`src/rtl/prt_pkg.sv`:
```
package prt_pkg;
  localparam int NUM_CH   = 8;
  localparam int SEL_W    = 8;
  localparam int FILT_W   = 4;
  localparam int REG_W    = 32;
  localparam int NUM_REGS = 4;
  localparam int PAD_SPAN = 1 << SEL_W;

  typedef enum logic [1:0] {
    RG_CTRL  = 2'd0,
    RG_SELLO = 2'd1,
    RG_SELHI = 2'd2,
    RG_FILT  = 2'd3
  } reg_idx_e;
endpackage

```
`src/rtl/prt_regs.sv`:
```
module prt_regs
  import prt_pkg::*;
(
  input  logic             clk,
  input  logic             rst_n,
  input  logic             bus_wr,
  input  logic             bus_rd,
  input  logic [1:0]       bus_word,
  input  logic [REG_W-1:0] bus_wdata,
  input  logic [REG_W/8-1:0] bus_be,
  output logic [REG_W-1:0] rd_data,
  output logic [REG_W-1:0] ctrl_q,
  output logic [REG_W-1:0] sel_lo_q,
  output logic [REG_W-1:0] sel_hi_q,
  output logic [REG_W-1:0] filt_q
);
  localparam int NBYTES = REG_W / 8;

  logic [REG_W-1:0] regs_q [NUM_REGS];

  always_ff @(posedge clk or negedge rst_n) begin
    if (!rst_n) begin
      for (int r = 0; r < NUM_REGS; r++) regs_q[r] <= '0;
    end else if (bus_wr) begin
      for (int b = 0; b < NBYTES; b++)
        if (bus_be[b]) regs_q[bus_word][b*8 +: 8] <= bus_wdata[b*8 +: 8];
    end
  end

  always_ff @(posedge clk or negedge rst_n) begin
    if (!rst_n)      rd_data <= '0;
    else if (bus_rd) rd_data <= regs_q[bus_word];
  end

  assign ctrl_q   = regs_q[RG_CTRL];
  assign sel_lo_q = regs_q[RG_SELLO];
  assign sel_hi_q = regs_q[RG_SELHI];
  assign filt_q   = regs_q[RG_FILT];


  be_zero_noop_chk: assert property (@(posedge clk) disable iff (!rst_n)
    (bus_wr && bus_be == '0) |=> ($stable(ctrl_q) && $stable(sel_lo_q) &&
                                  $stable(sel_hi_q) && $stable(filt_q)));


  rd_hold_chk: assert property (@(posedge clk) disable iff (!rst_n)
    !bus_rd |=> $stable(rd_data));
endmodule

```
`src/rtl/prt_sync.sv`:
```
module prt_sync #(
  parameter int WIDTH = 160
) (
  input  logic             clk,
  input  logic             rst_n,
  input  logic [WIDTH-1:0] d_async,
  output logic [WIDTH-1:0] d_sync
);
  logic [WIDTH-1:0] meta_q;

  always_ff @(posedge clk or negedge rst_n) begin
    if (!rst_n) begin
      meta_q <= '0;
      d_sync <= '0;
    end else begin
      meta_q <= d_async;
      d_sync <= meta_q;
    end
  end
endmodule

```
`src/rtl/prt_chan.sv`:
```
module prt_chan
  import prt_pkg::*;
#(
  parameter int NUM_PADS = 160
) (
  input  logic                clk,
  input  logic                rst_n,
  input  logic [PAD_SPAN-1:0] pads,
  input  logic [SEL_W-1:0]    sel,
  input  logic                en,
  output logic                irq_q
);
  logic hit;
  assign hit = pads[sel];

  always_ff @(posedge clk or negedge rst_n) begin
    if (!rst_n) irq_q <= 1'b0;
    else        irq_q <= en & hit;
  end

  generate
    if (NUM_PADS < PAD_SPAN) begin : g_range_chk

      oob_zero_chk: assert property (@(posedge clk) disable iff (!rst_n)
        (32'(sel) >= NUM_PADS) |=> !irq_q);
    end
  endgenerate
endmodule

```
`src/rtl/pad_irq_router.sv`:
```
module pad_irq_router
  import prt_pkg::*;
#(
  parameter int NUM_PADS = 160
) (
  input  logic                 clk,
  input  logic                 rst_n,
  input  logic [NUM_PADS-1:0]  pad_in,
  input  logic                 bus_wr,
  input  logic                 bus_rd,
  input  logic [1:0]           bus_word,
  input  logic [31:0]          bus_wdata,
  input  logic [3:0]           bus_be,
  output logic [31:0]          rd_data,
  output logic [7:0]           chan_irq,
  output logic [30:0]          trig_cfg,
  output logic [31:0]          filt_sel
);
  localparam int EN_BIT = REG_W - 1;

  logic [REG_W-1:0]          ctrl_q, sel_lo_q, sel_hi_q, filt_q;
  logic [NUM_PADS-1:0]       pads_sync;
  logic [PAD_SPAN-1:0]       pads_ext;
  logic [NUM_CH*SEL_W-1:0]   sel_all;

  prt_regs u_regs (
    .clk(clk), .rst_n(rst_n), .bus_wr(bus_wr), .bus_rd(bus_rd),
    .bus_word(bus_word), .bus_wdata(bus_wdata), .bus_be(bus_be),
    .rd_data(rd_data), .ctrl_q(ctrl_q), .sel_lo_q(sel_lo_q),
    .sel_hi_q(sel_hi_q), .filt_q(filt_q)
  );

  prt_sync #(.WIDTH(NUM_PADS)) u_sync (
    .clk(clk), .rst_n(rst_n), .d_async(pad_in), .d_sync(pads_sync)
  );

  generate
    if (NUM_PADS < PAD_SPAN) begin : g_pad_ext
      assign pads_ext = {{(PAD_SPAN-NUM_PADS){1'b0}}, pads_sync};
    end else begin : g_pad_full
      assign pads_ext = pads_sync[PAD_SPAN-1:0];
    end
  endgenerate

  assign sel_all = {sel_hi_q, sel_lo_q};

  generate
    for (genvar n = 0; n < NUM_CH; n++) begin : g_chan
      prt_chan #(.NUM_PADS(NUM_PADS)) u_chan (
        .clk(clk), .rst_n(rst_n), .pads(pads_ext),
        .sel(sel_all[n*SEL_W +: SEL_W]), .en(ctrl_q[EN_BIT]),
        .irq_q(chan_irq[n])
      );
    end
  endgenerate

  assign trig_cfg = ctrl_q[EN_BIT-1:0];
  assign filt_sel = filt_q;


  master_off_chk: assert property (@(posedge clk) disable iff (!rst_n)
    !ctrl_q[EN_BIT] |=> (chan_irq == '0));


  cfg_follow_chk: assert property (@(posedge clk) disable iff (!rst_n)
    (bus_wr && bus_word == RG_FILT && bus_be == 4'hF) |=> (filt_sel == $past(bus_wdata)));
endmodule

```
`config.mk`:
```
export PLATFORM = sky130hd
export DESIGN_NAME = pad_irq_router
export DESIGN_NICKNAME = d
export VERILOG_FILES = /design/src/rtl/prt_pkg.sv /design/src/rtl/prt_regs.sv /design/src/rtl/prt_sync.sv /design/src/rtl/prt_chan.sv /design/src/rtl/pad_irq_router.sv
export SDC_FILE = /design/constraint.sdc
export NUM_CORES = 1
export LEC_CHECK = 0
export ABC_AREA = 1
export BUFFER_PORTS_ARGS = -buffer_cell sky130_fd_sc_hd__buf_2
export CAP_MARGIN = 10
export CORE_ASPECT_RATIO = 1.25
export CORE_MARGIN = 5
export CORE_UTILIZATION = 30
export CTS_CLUSTER_DIAMETER = 120
export DETAILED_ROUTE_END_ITERATION = 16
export PLACE_DENSITY = 0.51
export SLEW_MARGIN = 25
export SYNTH_ARGS = -nofsm -noshare
export SYNTH_HDL_FRONTEND = slang
export SYNTH_SLANG_ARGS = --single-unit
```
`constraint.sdc`:
```
create_clock -name clk -period 2.9 [get_ports clk]
set_input_delay 0.29 -clock clk [delete_from_list [all_inputs] [get_ports clk]]
set_output_delay 0.29 -clock clk [all_outputs]
set_load 0.03 [all_outputs]
```
* Yosys cells after proc, flatten, opt, wreduce, memory -nomap -nowiden *
Cells that the tools add are included.

cells by class
  magnitude comparators = 10
  multiplexer cells = 38
  bitwise operators = 9
  reductions and logical operators = 1

operators with widths
  kind                count
  $mux 128            7
  $bwmux 128          4
  $demux 32 s2        4
  $mux 32             3
  $lt 8x9->1 const B  8
  $bmux 1 s8          8
  $bmux 32 s2         1
  $mux 24             1
  $mux 16             1
  $and 1x1->1         8
  $mux 1              8
  $mux 8              1
  $ge 3x3->1 const B  1
  $lt 3x1->1 const B  1
  $not 2->3           1
  $logic_and 1x1->1   1

storage, ports and cells
  flip-flop bits (word level) = 488
  output and inout port bits = 103

* Longest topological paths before layout *
  word-level depth = 16
  depth in mapped cells = 13

* Cells and area by module *
Synthesis repeated with hierarchy kept, for this count alone.

unflattened totals
  cell total of the unflattened synthesis = 5916
  area total of the unflattened synthesis = 36346.1 µm²

by module, submodules not included
  module          instances  cells an instance  area an instance (µm²)
  prt_chan        8          586                2657.5
  prt_sync        1          320                8007.7
  prt_regs        1          907                7074.3
  pad_irq_router  1          1                  3.8

* Worst setup path after synthesis *
No wires, ideal clock.

  path kind = register to register
  from = reg u_regs.regs_q (netlist bit u_regs.sel_hi_q[24])
  to = reg g_chan[7].u_chan.irq_q
  library setup time = 0.127 ns
  data arrival time = 1.359 ns
  data required time = 2.773 ns
  path slack = 1.414 ns
  cell stages (with the launch flop) = 10
  path through = dfrtp_1 -> buf_4 -> buf_6 -> buf_4 -> o21ai_0 -> o22ai_1 -> o21ai_0 -> nand3_1 -> nand3_1 -> a21oi_1

between the ends
  longest elaborated chain between the ends = 3

RTL lines
  item                             RTL line        RTL
  start, declared                  prt_regs.sv:19  logic [REG_W-1:0] regs_q [NUM_REGS];
  start signal, assigned by index  prt_regs.sv:26  if (bus_be[b]) regs_q[bus_word][b*8 +: 8] <= bus_wdata[b*8 +: 8];
  $bmux 1 s8                       prt_chan.sv:14  assign hit = pads[sel];
  $mux 1 (not written as such)     prt_chan.sv:14
  $and 1x1->1                      prt_chan.sv:18  else irq_q <= en & hit;
  end signal, assigned             prt_chan.sv:18
  end, declared                    prt_chan.sv:11  output logic irq_q

No other way between the ends. The select of a mux whose other input is x is not followed.
A chain may end at the register's enable or synchronous reset.

* Worst setup path after layout *
  from = reg u_regs.regs_q (netlist bit u_regs.sel_hi_q[16])
  to = reg g_chan[6].u_chan.irq_q

between the ends
  longest elaborated chain between the ends = 3

RTL lines
  item                          RTL line
  $bmux 1 s8                    prt_chan.sv:14
  $mux 1 (not written as such)  prt_chan.sv:14
  $and 1x1->1                   prt_chan.sv:18
  end signal, assigned          prt_chan.sv:18
  end, declared                 prt_chan.sv:11

No other way between the ends. The select of a mux whose other input is x is not followed.

==> key figures <==
Synth
  – Register area share after synthesis: 43.3%
  – Async set or reset register ratio after synthesis: 100%
  – Syn_area_per_cell: 7.06 um^2
  – Syn Inst Count: 3,997
  – Syn nets: 4,199
  – Post-synth EDFFs: 0
  – Ys flop type: dfrtp_1
  – Cell with the most instances after synthesis: nand2_1
  – Synth cell types: 24
  – YS warnings: 0
  – Top post-synthesis cells by area: dfrtp_1 (43%), nand3_1 (18%), nand2_1 (18%), o21ai_0 (4.9%), buf_2 (3.1%)
  – Leading area contributor after synthesis: dfrtp_1
  – Commonest cells in the netlist: nand2_1 (1,320), nand3_1 (992), dfrtp_1 (488)
  – #FFs+latches synth: 488
  – Synth top area share: 43.3%
  – Post-Syn Area: 28,200 um^2

Clock network
  – Clock transition at path regs: 0.07 ns
  – Root buf cell: clkbuf_16
  – Clk sinks: 488
  – Num CTS Buffers: 49
  – Clock buffer depth: 3
  – Clock Latency Late Sink: 0.62 ns
  – Post-CTS setup buffer count: 0
  – CTS H-tree depth: 2
  – Cts repair resizes: 0
  – CTS tree: built

STA
  – Period utilization: 83.1%
  – Fmax: 415 MHz
  – Minimum clock period: 2.41 ns
  – Final TNS setup: 0 ns
  – Worst clock skew: 0.0342 ns
  – Hold slack: 0.0720 ns
  – RSZ-0062 raised after global routing: no
  – Final hold viol count: 0
  – Worst relative slew slack: 44.1%
  – Final setup viols: 0
  – Max-slew violation count: 0
  – Tightest Pin Transition: 0.836 ns

Global routing
  – Initial antenna violation count: 2
  – GRT Overall Usage: 26.3%
  – Vias in the first global route: 28,900
  – Grt ovf: 0
  – First-pass GRT wire length: 200,000 um
  – Largest net degree at the start of global routing: 85

Route
  – Vias: 30,000
  – Detailed Route Iter0 Violations: 4,012
  – DR WL/cell: 24.9 um
  – Vias per cell: 5.49
  – Drt pass-1 iters: 7
  – Drt total wl: 136,000 um
  – ANT nets after route: 0
  – DR DRC count: 0

Layout
  – NumNets Final: 4,424
  – FF/Latch Area: 12,200 um^2
  – Fillers: 9,748
  – Area grow syn2layout: 19.9%
  – Multi-input combinational cell area: 13,200 um^2
  – Share of cells above drive strength 1: 12.4%

Pwr
  – Switch share: 42.3%
  – Logic pwr share: 37.8%
  – Power per standard cell area: 725 nW/um^2
  – Worst VDD drop: 0.480 mV
  – Clock Power Share: 27.4%
  – Seq pwr share: 34.8%
  – Cell-internal power: 14.1 mW
  – Psw: 10.4 mW
  – Leak: 15.8 nW

Worst setup path
  – WP data arrival: 2.98 ns
  – Worst Setup EP: g_chan[6].u_chan.irq_q$_DFF_PN0_
  – Crit path launch type: flip-flop
  – Critical path type: flip-flop to flip-flop
  – Reg2reg start: u_regs.sel_hi_q[16]$_DFFE_PN0P_
  – Critical path launch point: u_regs.sel_hi_q[16]$_DFFE_PN0P_
  – Maximum fanout along the worst path: 23
  – R2r setup slk: 0.49 ns
  – Worst setup EP type: flip-flop
  – FF-to-FF End: g_chan[6].u_chan.irq_q$_DFF_PN0_
  – Reg2Reg Depth: 14
  – Crit path required time: 3.47 ns

Die
  – Die Ht: 353 um
  – Initial core utilization: 30.3%
  – Area of the core region: 93,200 um^2
  – Die ar.: 100,000 um^2
  – Io pins: 305
  – Die Wd: 284 um
  – # rows: 125

Place
  – Post-DP HPWL: 93,900 um
  – Placer Congestion: 0.971
  – Port Buffer Count: 304

Run status
  – Status: finished clean

Min path
  – Worst hold path class: input port to flip-flop

Job
  – MaxCap Viol Count: 0
## layout make-up
cell class              count  share of cell area (%)
multi-input cells        2943                    39.1
flip-flops and latches    488                    36.1
inverters                 122                    1.35
clock inverters            27                    1.01
diodes                      2                  0.0148
repair buffers            618                    14.0
clock buffers              64                    3.97
well taps                1206                    4.46
## routing by layer
layer | up-vias | global-route usage (%) | part of all wire (%)
met5 | - | 0 | 0.012
met4 | 2 | 16.0 | 7.4
met3 | 442 | 4.46 | 8.0
met2 | 1681 | 43.0 | 47
met1 | 14300 | 32.4 | 38
li1 | 13600 | - | -
## through the flow
stage | area (um^2) | total power, mW | utilization (%) | setup WS, ns | cells
6_report | 33800 | 24.5 | 36.3 | 0.490 | 5470
5_1_grt | 33800 | 25.7 | 36.3 | 0.405 | 5468
3_5_place_dp | 30200 | 17.4 | 32.4 | 0.545 | 5185
4_1_cts | 33800 | 24.5 | 36.3 | 0.527 | 5468
3_3_place_gp | 30200 | 17.4 | 32.4 | 0.524 | 5185
2_1_floorplan | 28200 | 13.9 | - | 1.41 | 3997
## sequential cells by signal, indices dropped and copies added (netlist names)
name,flops
u_regs.sel_hi_q,32
u_sync.meta_q,160
u_regs.rd_data,32
g_chan.u_chan.irq_q,8
u_regs.filt_q,32
u_sync.d_sync,160
u_regs.ctrl_q,32
u_regs.sel_lo_q,32
## cells in the final DEF (no fill, tap or decap), types with 10 or more instances in the layout
master / netlist / layout
nand2_1: 1320 / 1320
nand3_1: 992 / 992
dfrtp_1: 488 / 480
buf_2: 173 / 303
o21ai_0: 275 / 275
dlygate4sd3_1: 0 / 192
nor2_1: 174 / 173
inv_1: 106 / 106
buf_4: 75 / 94
a21oi_1: 56 / 56
clkbuf_16: 0 / 49
o221ai_1: 48 / 48
buf_12: 0 / 28
a221oi_1: 23 / 23
a22oi_1: 18 / 18
clkinv_2: 0 / 10
## what timing repair did
| item | in CTS | in global routing |
|---|---|---|
| hold buffers | 192 | 0 |
| hold endpoints to repair | 294 | 0 |
| setup endpoints to repair | 0 | 0 |
## how the worst min path moves through the flow
stage | startpoint | to | slack (ns) | depth (start not counted)
after global routing | bus_wdata[26] | u_regs.filt_q[26]$_DFFE_PN0P_ | 0.05 | 3
after global placement | u_sync.meta_q[116]$_DFF_PN0_ | u_sync.d_sync[116]$_DFF_PN0_ | 0.33 | 0
final | bus_wdata[26] | u_regs.filt_q[26]$_DFFE_PN0P_ | 0.07 | 3
after detailed placement | u_sync.meta_q[113]$_DFF_PN0_ | u_sync.d_sync[113]$_DFF_PN0_ | 0.33 | 0
after CTS | bus_wdata[26] | u_regs.filt_q[26]$_DFFE_PN0P_ | 0.02 | 3
after floorplan | rst_n | g_chan[0].u_chan.irq_q$_DFF_PN0_ | -0.006 | 0
## worst max-delay path: stages (launching register included)
cell      delay, ns
dfrtp_2        0.43
inv_2          0.42
buf_4          0.31
buf_4          0.16
nand2_1        0.05
nand3_1        0.08
nand3_1        0.07
nand3_1        0.11
nand2_1        0.06
nand2_1        0.06
nand3_1        0.07
nand3b_1       0.08
nand3_1        0.16
a21oi_1        0.17
buf_4          0.13
## power groups by stage
stage	clock network (mW)	registers, mW	logic, mW
after global placement	0	8.61	8.80
after global routing	7.16	8.57	9.95
after detailed placement	0	8.61	8.83
final	6.72	8.51	9.27
after CTS	6.94	8.49	9.06
after floorplan	0	8.40	5.48
## logic make-up (layout without fill, tap and decap cells)
| family | count (synthesis) | in the layout | share of synthesized area [%] |
|---|---|---|---|
| simple gates | 2503 | 2503 | 37.9 |
| buf+inv | 566 | 831 | 9.84 |
| flops | 488 | 488 | 43.3 |
| compound gates | 440 | 440 | 8.99 |
| other cells | 0 | 2 | 0 |
Power figures use the tool's default switching activity.
